[src/rtl/qpwm_pkg.sv]
package qpwm_pkg;
  localparam int CH_N   = 4;
  localparam int CNT_W  = 16;
  localparam int PRE_W  = 6;
  localparam int ADDR_W = 6;
  localparam int DATA_W = 32;

  // strobes from the register side to the counting side
  typedef struct packed {
    logic [CH_N-1:0] apply; // one-cycle pulse: copy staged values
    logic [CH_N-1:0] run;   // channel counting
  } chStrobe_t;
endpackage

[src/rtl/qpwm_ctrl.sv]
module qpwm_ctrl
  import qpwm_pkg::*;
(
  input  logic                        clk,
  input  logic                        rstN,
  input  logic                        busValid,
  input  logic                        busWrite,
  input  logic [ADDR_W-1:0]           busAddr,
  input  logic [DATA_W-1:0]           busWdata,
  output logic [DATA_W-1:0]           busRdata,
  output chStrobe_t                   strb,
  output logic [CH_N-1:0][CNT_W-1:0]  shPeriod,
  output logic [CH_N-1:0][CNT_W-1:0]  shDuty,
  output logic [CH_N-1:0][PRE_W-1:0]  shPre,
  output logic [CH_N-1:0]             shPol,
  output logic [CH_N-1:0]             driveOd
);
  localparam int CTRL_ADDR = 0;
  localparam int PER_BASE  = 4;
  localparam int DUTY_BASE = 8;
  localparam int STRIDE    = 8;
  localparam int PRE_ADDR  = PER_BASE + STRIDE * CH_N;
  localparam int POL_LSB   = 8;
  localparam int DRV_LSB   = 15;
  localparam int PRE_BITS  = CH_N * PRE_W;

  logic                wrEn;
  logic [CH_N-1:0]     enReg;
  logic [CH_N-1:0]     prevEn;
  logic [PRE_BITS-1:0] preRaw;

  assign wrEn = busValid & busWrite;

  always_ff @(posedge clk or negedge rstN) begin
    if (!rstN) begin
      enReg   <= '0;
      prevEn  <= '0;
      shPol   <= '0;
      driveOd <= '0;
      preRaw  <= '0;
    end else begin
      prevEn <= enReg;
      if (wrEn && busAddr == ADDR_W'(CTRL_ADDR)) begin
        enReg   <= busWdata[CH_N-1:0];
        shPol   <= busWdata[POL_LSB +: CH_N];
        driveOd <= busWdata[DRV_LSB +: CH_N];
      end
      if (wrEn && busAddr == ADDR_W'(PRE_ADDR))
        preRaw <= busWdata[PRE_BITS-1:0];
    end
  end

  for (genvar g = 0; g < CH_N; g++) begin : gen_stage
    always_ff @(posedge clk or negedge rstN) begin
      if (!rstN) begin
        shPeriod[g] <= '0;
        shDuty[g]   <= '0;
      end else begin
        if (wrEn && busAddr == ADDR_W'(PER_BASE + STRIDE * g))
          shPeriod[g] <= busWdata[CNT_W-1:0];
        if (wrEn && busAddr == ADDR_W'(DUTY_BASE + STRIDE * g))
          shDuty[g] <= busWdata[CNT_W-1:0];
      end
    end
    // channel 0 sits in the most significant field
    assign shPre[g] = preRaw[(CH_N-1-g)*PRE_W +: PRE_W];
  end

  assign strb.apply = enReg & ~prevEn;
  assign strb.run   = prevEn;

  always_comb begin
    busRdata = '0;
    if (busAddr == ADDR_W'(CTRL_ADDR)) begin
      busRdata[CH_N-1:0]         = enReg;
      busRdata[POL_LSB +: CH_N]  = shPol;
      busRdata[DRV_LSB +: CH_N]  = driveOd;
    end
    if (busAddr == ADDR_W'(PRE_ADDR))
      busRdata[PRE_BITS-1:0] = preRaw;
    for (int c = 0; c < CH_N; c++) begin
      if (busAddr == ADDR_W'(PER_BASE + STRIDE * c))
        busRdata[CNT_W-1:0] = shPeriod[c];
      if (busAddr == ADDR_W'(DUTY_BASE + STRIDE * c))
        busRdata[CNT_W-1:0] = shDuty[c];
    end
  end
endmodule

[src/rtl/qpwm_datapath.sv]
module qpwm_datapath
  import qpwm_pkg::*;
(
  input  logic                        clk,
  input  logic                        rstN,
  input  chStrobe_t                   strb,
  input  logic [CH_N-1:0][CNT_W-1:0]  shPeriod,
  input  logic [CH_N-1:0][CNT_W-1:0]  shDuty,
  input  logic [CH_N-1:0][PRE_W-1:0]  shPre,
  input  logic [CH_N-1:0]             shPol,
  output logic [CH_N-1:0]             level,
  output logic [CH_N-1:0]             actPol
);
  for (genvar g = 0; g < CH_N; g++) begin : gen_ch
    logic [CNT_W-1:0] perA;
    logic [CNT_W-1:0] dutyA;
    logic [CNT_W-1:0] cnt;
    logic [CNT_W:0]   cntNext;
    logic [PRE_W-1:0] preA;
    logic [PRE_W-1:0] pc;
    logic             polA;
    logic             active;

    assign cntNext = {1'b0, cnt} + (CNT_W+1)'(1);

    // working copies, loaded only by the apply pulse
    always_ff @(posedge clk or negedge rstN) begin
      if (!rstN) begin
        perA  <= '0;
        dutyA <= '0;
        preA  <= '0;
        polA  <= 1'b0;
      end else if (strb.apply[g]) begin
        perA  <= shPeriod[g];
        dutyA <= shDuty[g];
        preA  <= shPre[g];
        polA  <= shPol[g];
      end
    end

    always_ff @(posedge clk or negedge rstN) begin
      if (!rstN) begin
        pc  <= '0;
        cnt <= '0;
      end else if (!strb.run[g]) begin
        pc  <= '0;
        cnt <= '0;
      end else if (pc == preA) begin
        pc <= '0;
        if (cntNext >= {1'b0, perA}) cnt <= '0;
        else                         cnt <= cntNext[CNT_W-1:0];
      end else begin
        pc <= pc + PRE_W'(1);
      end
    end

    assign active    = strb.run[g] && (cnt < dutyA);
    assign level[g]  = polA ? active : ~active;
    assign actPol[g] = polA;
  end
endmodule

[src/rtl/qpwm_top.sv]
module qpwm_top
  import qpwm_pkg::*;
(
  input  logic              clk,
  input  logic              rstN,
  input  logic              busValid,
  input  logic              busWrite,
  input  logic [ADDR_W-1:0] busAddr,
  input  logic [DATA_W-1:0] busWdata,
  output logic [DATA_W-1:0] busRdata,
  output logic [CH_N-1:0]   pwmOut,
  output logic [CH_N-1:0]   pwmOe
);
  chStrobe_t                  strb;
  logic [CH_N-1:0][CNT_W-1:0] shPeriod;
  logic [CH_N-1:0][CNT_W-1:0] shDuty;
  logic [CH_N-1:0][PRE_W-1:0] shPre;
  logic [CH_N-1:0]            shPol;
  logic [CH_N-1:0]            driveOd;
  logic [CH_N-1:0]            level;
  logic [CH_N-1:0]            actPol;
  logic [CH_N-1:0]            runVec;
  logic [CH_N-1:0]            applyVec;

  qpwm_ctrl u_ctrl (
    .clk(clk), .rstN(rstN), .busValid(busValid), .busWrite(busWrite),
    .busAddr(busAddr), .busWdata(busWdata), .busRdata(busRdata),
    .strb(strb), .shPeriod(shPeriod), .shDuty(shDuty), .shPre(shPre),
    .shPol(shPol), .driveOd(driveOd)
  );

  qpwm_datapath u_dp (
    .clk(clk), .rstN(rstN), .strb(strb), .shPeriod(shPeriod),
    .shDuty(shDuty), .shPre(shPre), .shPol(shPol),
    .level(level), .actPol(actPol)
  );

  assign runVec   = strb.run;
  assign applyVec = strb.apply;
  assign pwmOut   = level;
  // open-drain style: drive only the low level
  assign pwmOe    = ~driveOd | ~level;
endmodule

[config.mk]
export PLATFORM = sky130hd
export DESIGN_NAME = qpwm_top
export DESIGN_NICKNAME = d
export VERILOG_FILES = /design/src/rtl/qpwm_pkg.sv /design/src/rtl/qpwm_ctrl.sv /design/src/rtl/qpwm_datapath.sv /design/src/rtl/qpwm_top.sv
export SDC_FILE = /design/constraint.sdc
export NUM_CORES = 1
export LEC_CHECK = 0
export ABC_AREA = 1
export ABC_CLOCK_PERIOD_IN_PS = 2950
export BUFFER_PORTS_ARGS = -buffer_cell sky130_fd_sc_hd__buf_2
export CORE_MARGIN = 3
export CORE_UTILIZATION = 49
export DETAILED_ROUTE_END_ITERATION = 7
export GPL_TIMING_DRIVEN = 1
export HOLD_SLACK_MARGIN = 0.05
export PLACE_DENSITY = 0.65
export SYNTH_ARGS = -nofsm -noshare
export SYNTH_HDL_FRONTEND = slang
export SYNTH_SLANG_ARGS = --single-unit
[constraint.sdc]
create_clock -name clk -period 2.95 [get_ports clk]
set_input_delay 0 -clock clk [delete_from_list [all_inputs] [get_ports clk]]
set_output_delay 0 -clock clk [all_outputs]
set_load 0.02 [all_outputs]
==> metrics.cfg, run 1 <==
[detailed_routing]
drt-total-wl_um=62700
drc_errors=0
drt-initial-drc-count=1642
wl_per_cell_um=17.4
viasPerCell=5.37
num_vias=19300
ant_nets=0
dr.pass1.iters=6

[hold_path]
whs_endpoint=u_ctrl.shDuty[41]
hold_path_class=input port to flip-flop
min_from=busWdata[9]
min_path_cells=3

[run_status]
status=finished, final reports clean

[power_and_ir_drop]
vdd_drop_max_uv=442
power_density_nw_per_um2=643
p_leak_nw=13.5

[final_layout]
antennaDiodeCount=0
stdcell_area_um2=25500
layout.nets=3145
layout.cells.non_filler=3596
area_growth_pct=14.8
multi_input_area_um2=10100
fillers=4094
regArea_um2=10300
layout-drive-gt1-share_pct=9.49

[placement]
dp_cells=3488
placed_cell_area_um2=23600
port_buffers=65
dp_hpwl_um=45500
gp_congestion=0.965

[floorplan]
start_util_pct=50.0
die_h_um=219
die-area_um2=48000
dieWidth_um=219
core_area_um2=44500
std_cell_rows=77
num_io_pins=82

[critical_path]
timing.critical_path.mode_cell=nand2_1
cp.arrival_ns=3.25
start_kind=flip-flop
crit_fanout=16
reg2reg_from=u_dp.gen_ch[3].cnt[1]
cp.required_ns=3.47
r2r-end=u_dp.gen_ch[3].cnt[12]
crit_slowest_cell=dfrtp_2
r2r_slack_ns=0.21
end_kind=flip-flop
reg2reg_depth=17
crit_path_cell_trace=ha_1 > nor3b_1 > buf_4 > or2_2 > nand2_1 > inv_1 > ha_1 > nand2_1 > inv_1 > o21ai_0 > nand2_1 > nor2_1 > nor2_2 > nor2_4 > buf_12 > nand4_1 > nand2_1
setup.worst_path.class=flip-flop to flip-flop
critPathMaxStageDelay_ns=0.44

[clocking]
tritoncts=built
cts_buffers=46
clock_latency_ns=0.59
cts_root_buffer=clkbuf_16
cts_buffer_depth=3
cts.sinks=412
path_clk_slew_ns=0.06
htree_num_levels=2

[synthesis]
synth_top_area_share_pct=46.3
yosysSeqAreaShare_pct=46.3
netlist_instances=2840
ys_top_cells_by_area=dfrtp_1 (46%), nand2_1 (12%), ha_1 (7.4%), inv_1 (6.6%), nor2_1 (5.2%)
ys.flop_type=dfrtp_1
async_flop_share_pct=100
synthMostInstantiatedCell=nand2_1
synth-edff-count=0
ys_ff_latch=412
synth_area_leader_cell=dfrtp_1
yosysWarningCount=0
syn_area_per_cell_um2=7.84
synth_area_um2=22300
synth.distinct_cells=41
netlist_top_cells_count=nand2_1 (707), dfrtp_1 (412), inv_1 (394), nor2_1 (306), o21ai_0 (225)

[sta]
finalHoldViolCount=0
min_period_ns=2.74
setup_viol_count_final=0
rsz0062_at_grt=false
relSlewSlack_pct=31.1
fmax_mhz=365
slew_viol_final=0
fin_crit_sh_pct=92.9
finalClockSkew_ns=0.0139
worst_pin_slew_ns=1.03

[global_route]
grt_first_pass_wirelength_um=101000
grt_use_total_pct=26.6
grt_pass1_vias=18500
gr-total-overflow=0
antenna_found_initial=3
grt_start_max_net_pins=65

[job]
drv_cap=0

stage by stage:
| stage | total power, mW | hold WS, ns | utilization, % | setup slack, ns | setup TNS (ns) |
|---|---|---|---|---|---|
| floorplan | 9.40 | -0.296 | - | 0.276 | 0 |
| global placement | 10.4 | 0.0268 | 53.1 | -0.149 | -2.26 |
| detailed placement | 10.6 | 0.0370 | 53.1 | -0.279 | -3.99 |
| CTS | 16.5 | 0.0623 | 57.2 | 0.0459 | 0 |
| global route | 17.4 | 0.112 | 57.4 | 0.00933 | 0 |
| finish | 16.4 | 0.0828 | 57.4 | 0.210 | 0 |
kinds of logic after synthesis:
kind of cell	after synthesis	share of synthesized area, %
AOI/OAI and AO/OA	411	9.43
xor gates and xnor gates	54	2.12
adders and majority gates	132	7.42
buffers and inverters	498	8.81
DFF	412	46.3
muxes	16	0.809
other	1	0.0168
and+or+nand+nor	1316	25.1
critical path: cells and delay by family (launching register included):
family / cells / cell delay (ns)
AO/OA/AOI/OAI: 1 / 0.13
adder cells (fa/ha/maj): 2 / 0.54
buffers and inverters: 4 / 0.38
flip-flops: 1 / 0.44
AND/OR/NAND/NOR: 10 / 1.17
worst max path at each step:
stage	startpoint	to	slack (ns)
2_1_floorplan	u_dp.gen_ch[1].cnt[0]	u_dp.gen_ch[1].cnt[10]	0.28
3_3_place_gp	u_dp.gen_ch[2].cnt[0]	u_dp.gen_ch[2].cnt[6]	-0.15
3_5_place_dp	u_dp.gen_ch[2].cnt[1]	u_dp.gen_ch[2].cnt[12]	-0.28
4_1_cts	u_dp.gen_ch[3].cnt[1]	u_dp.gen_ch[3].cnt[12]	0.05
5_1_grt	u_dp.gen_ch[2].cnt[1]	u_dp.gen_ch[2].cnt[12]	0.009
6_report	u_dp.gen_ch[3].cnt[1]	u_dp.gen_ch[3].cnt[12]	0.21
report_power, final:
group | internal (mW) | switching [mW] | leakage (nW)
Sequential | 6.67 | 0.488 | 5.43
Clock | 3.54 | 2.35 | 0.757
Combinational | 1.19 | 2.20 | 7.32
metal layers:
| metal | track usage, % | up-vias | wire length, µm |
|---|---|---|---|
| li1 | - | 9367 | - |
| met4 | 8.79 | 4 | 2020 |
| met1 | 37.5 | 9239 | 27900 |
| met3 | 4.83 | 122 | 4290 |
| met2 | 41.7 | 562 | 28500 |
| met5 | 0 | - | 21 |
cells in the final DEF, fill, tap and decap left out, drive strengths merged:
cell type and n:
a211oi 1, a21o 1, a21oi 165, a31o 1
and3 1, buf 149, bufinv 2, clkbuf 73
clkinv 9, clkinvlp 3, conb 8, dfrtp 412
dlygate4sd3 24, ha 132, inv 395, mux2 16
nand2 713, nand3 124, nand4 111, nor2 319
nor3 34, nor3b 1, nor4 4, o211ai 3
o21ai 232, o21bai 4, o31a 4, or2 9
xnor2 11, xor2 43
layout make-up:
class | count | area share (%)
clock inverter | 8 | 0.382
timing repair buffer | 173 | 5.29
sequential | 412 | 40.4
tap | 592 | 2.90
clock buffer | 73 | 5.70
multi-input combinational | 1937 | 39.5
inverter | 401 | 5.89
flip-flops by register name, indices dropped and copies added, names as in the netlist:
register and flops:
u_ctrl.shPol 4, u_ctrl.shDuty 64, u_dp.gen_ch.perA 64, u_dp.gen_ch.polA 4
u_ctrl.shPeriod 64, u_dp.gen_ch.pc 24, u_ctrl.enReg 4, u_dp.gen_ch.cnt 64
u_dp.gen_ch.preA 24, u_dp.gen_ch.dutyA 64, u_ctrl.preRaw 24, u_ctrl.driveOd 4
u_ctrl.prevEn 4
timing repair:
action / CTS / global route
pin swaps: 0 / 2
gates resized for setup: 1 / 15
hold buffers: 25 / 0
setup buffers: 0 / 2
endpoints found under the hold margin: 468 / 0
endpoints found under the setup margin: 16 / 64
gates cloned: 0 / 0
(Power assumes the default switching activity.)
==> inputs of run 2 (changes only) <==
--- a/config.mk
+++ b/config.mk
@@ -6,12 +6,13 @@
 export NUM_CORES = 1
 export LEC_CHECK = 0
 export ABC_AREA = 1
-export ABC_CLOCK_PERIOD_IN_PS = 2950
+export ABC_CLOCK_PERIOD_IN_PS = 2600
 export BUFFER_PORTS_ARGS = -buffer_cell sky130_fd_sc_hd__buf_2
+export CORE_ASPECT_RATIO = 2
 export CORE_MARGIN = 3
 export CORE_UTILIZATION = 49
 export DETAILED_ROUTE_END_ITERATION = 7
-export GPL_TIMING_DRIVEN = 1
+export GPL_TIMING_DRIVEN = 0
 export HOLD_SLACK_MARGIN = 0.05
 export PLACE_DENSITY = 0.65
 export SYNTH_ARGS = -nofsm -noshare
==> constraint.sdc (replaced) <==
create_clock -name clk -period 2.6 [get_ports clk]
set_input_delay 0 -clock clk [delete_from_list [all_inputs] [get_ports clk]]
set_output_delay 0 -clock clk [all_outputs]
set_load 0.02 [all_outputs]
==> run 2 against run 1 <==
Compared with the run above: the flow now finishes with violations (negative setup slack); register-to-register slack got worse by 0.35 ns; non-clock buffer count increased by 133; combinational power increased by 26%; first-iteration DRC count increased by 6.5%; critical path depth decreased by 5; largest cell class is now multi-input combinational cells; utilization increased by 4.2 points; clock skew increased by 0.0084 ns; highest routed layer is now met4; critical path type unchanged; sequential cell count unchanged; critical endpoint is now u_dp.gen_ch[3].cnt[7]; maximum frequency about the same.
==> metrics.cfg, run 2 (synthesis results as in run 1) <==
[sta]
whs_ns=0.0314
fin_crit_sh_pct=105
rsz0062_at_grt=true
fin_ws_ns=-0.141
final.setup.tns_ns=-3.03
worst_pin_slew_ns=0.810
min_period_ns=2.74
finalHoldViolCount=0
slew_viol_final=0
finalClockSkew_ns=0.0223
relSlewSlack_pct=46.0
fmax_mhz=365
setup_viol_count_final=32

[detailed_routing]
drt-initial-drc-count=1748
num_vias=20400
ant_nets=0
drc_errors=0
wl_per_cell_um=21.1
viasPerCell=5.54
dr.pass1.iters=6
drt-total-wl_um=77800

[floorplan]
num_io_pins=82
dieWidth_um=157
die_h_um=307
die-area_um2=48200
std_cell_rows=109
start_util_pct=49.9
core_area_um2=44600

[final_layout]
antennaDiodeCount=0
layout_common_cells=nand2_1 (655), inv_1 (377), dfrtp_1 (373)
regArea_um2=10400
layout_commonest_cell=nand2_1
layout.nets=3273
multi_input_area_um2=11300
area_growth_pct=23.5
final_core_utilization_pct=61.6
fillers=3875
layout.cells.non_filler=3685
stdcell_area_um2=27500
layout-drive-gt1-share_pct=18.8

[placement]
dp_cells=3470
gp_congestion=1.00
placed_cell_area_um2=23400
port_buffers=65
pre_cts_ws_ns=-0.948
dp_hpwl_um=56900

[run_status]
status=complete, but fails checks
violations=negative setup slack

[clocking]
cts_root_buffer=clkbuf_16
cts_buffer_depth=3
htree_num_levels=2
cts.sinks=412
tritoncts=built
clock_latency_ns=0.56
path_clk_slew_ns=0.06
cts_buffers=41

[critical_path]
end_kind=flip-flop
start_kind=flip-flop
setup.worst_path.class=flip-flop to flip-flop
cp_top_family=simple AND/OR/NAND/NOR gates
cp.arrival_ns=3.18
cp.buffers_inverters=2
critPathMaxStageDelay_ns=0.45
timing.critical_path.mode_cell=nand4_1
crit_fanout=10
crit_slowest_cell=dfrtp_2
cp.required_ns=3.04
crit_path_cell_trace=nand3_2 > nor3_4 > nand4_1 > nand2_1 > inv_1 > ha_1 > nand4_1 > nor4_4 > nand2_2 > buf_6 > nand4_1 > nand2_1

[job]
drv_cap=0

[power_and_ir_drop]
power_density_nw_per_um2=694
p_leak_nw=14.1
vdd_drop_max_uv=604
power_mw=19.1

[global_route]
grt_use_total_pct=31.6
gr-total-overflow=0
antenna_found_initial=0
grt_first_pass_wirelength_um=116000
grt_pass1_vias=20400
grt_start_max_net_pins=121

[hold_path]
hold_path_class=input port to asynchronous set/reset pin

[run 2: cell types whose count changed in the layout (fill, tap and decap cells not counted), sizes merged]
cell,before,now
buf,149,234
clkbuf,73,114
dlygate4sd3,24,12
bufinv,2,7
clkinv,9,13
inv,395,398
[run 2: worst paths after layout]
path,start,slack (ns),cells past startpoint,to
max,u_dp.gen_ch[3].cnt[1],-0.14,12,u_dp.gen_ch[3].cnt[7]
min,rstN,0.03,2,u_dp.gen_ch[3].cnt[15]
max reg2reg,u_dp.gen_ch[3].cnt[1],-0.14,12,u_dp.gen_ch[3].cnt[7]
min reg2reg,u_ctrl.enReg[1],0.48,0,u_ctrl.prevEn[1]
max in group asynchronous,rstN,1.00,4,u_dp.gen_ch[0].cnt[11]
min in group clk,busWdata[6],0.07,3,u_ctrl.shDuty[22]
[run 2: area by class of cell]
cell class | instances | area share (%)
plain buffers | 97 | 1.93
multi-input cells | 1937 | 41.0
clock buffers | 54 | 4.36
flip-flops and latches | 412 | 37.7
repair buffers | 209 | 5.96
clock inverters | 20 | 1.09
inverters | 401 | 5.50
well taps | 555 | 2.53
[run 2: power breakdown]
group          total [mW]  switching [mW]  internal (mW)
Combinational        4.26            2.73           1.53
Clock                6.67            2.71           3.96
Sequential           8.14           0.583           7.56
Total                19.1            6.02           13.0
[run 2: worst register-to-register path: stages (launching register included)]
cell and delay, ns:
dfrtp_2 0.45, nand3_2 0.15, nor3_4 0.30, nand4_1 0.12, nand2_1 0.18, inv_1 0.07, ha_1 0.35, nand4_1 0.19
nor4_4 0.37, nand2_2 0.13, buf_6 0.17, nand4_1 0.09, nand2_1 0.06
[run 2: timing repair]
item | 4_1_cts | 5_1_grt
endpoints found under the hold margin | 102 | 0
gates cloned | 5 | 4
endpoints found under the setup margin | 66 | 71
hold buffers | 12 | 0
pin swaps | 58 | 118
buffers inserted | 80 | 41
resized for setup | 164 | 181
[run 2: per-layer routing]
metal	part of all wire [%]	GRT usage, %	up-vias
li1	-	-	9604
met3	4.0	3.26	312
met2	52	57.6	678
met5	0	0	-
met4	9.3	22.8	0
met1	34	33.0	9818
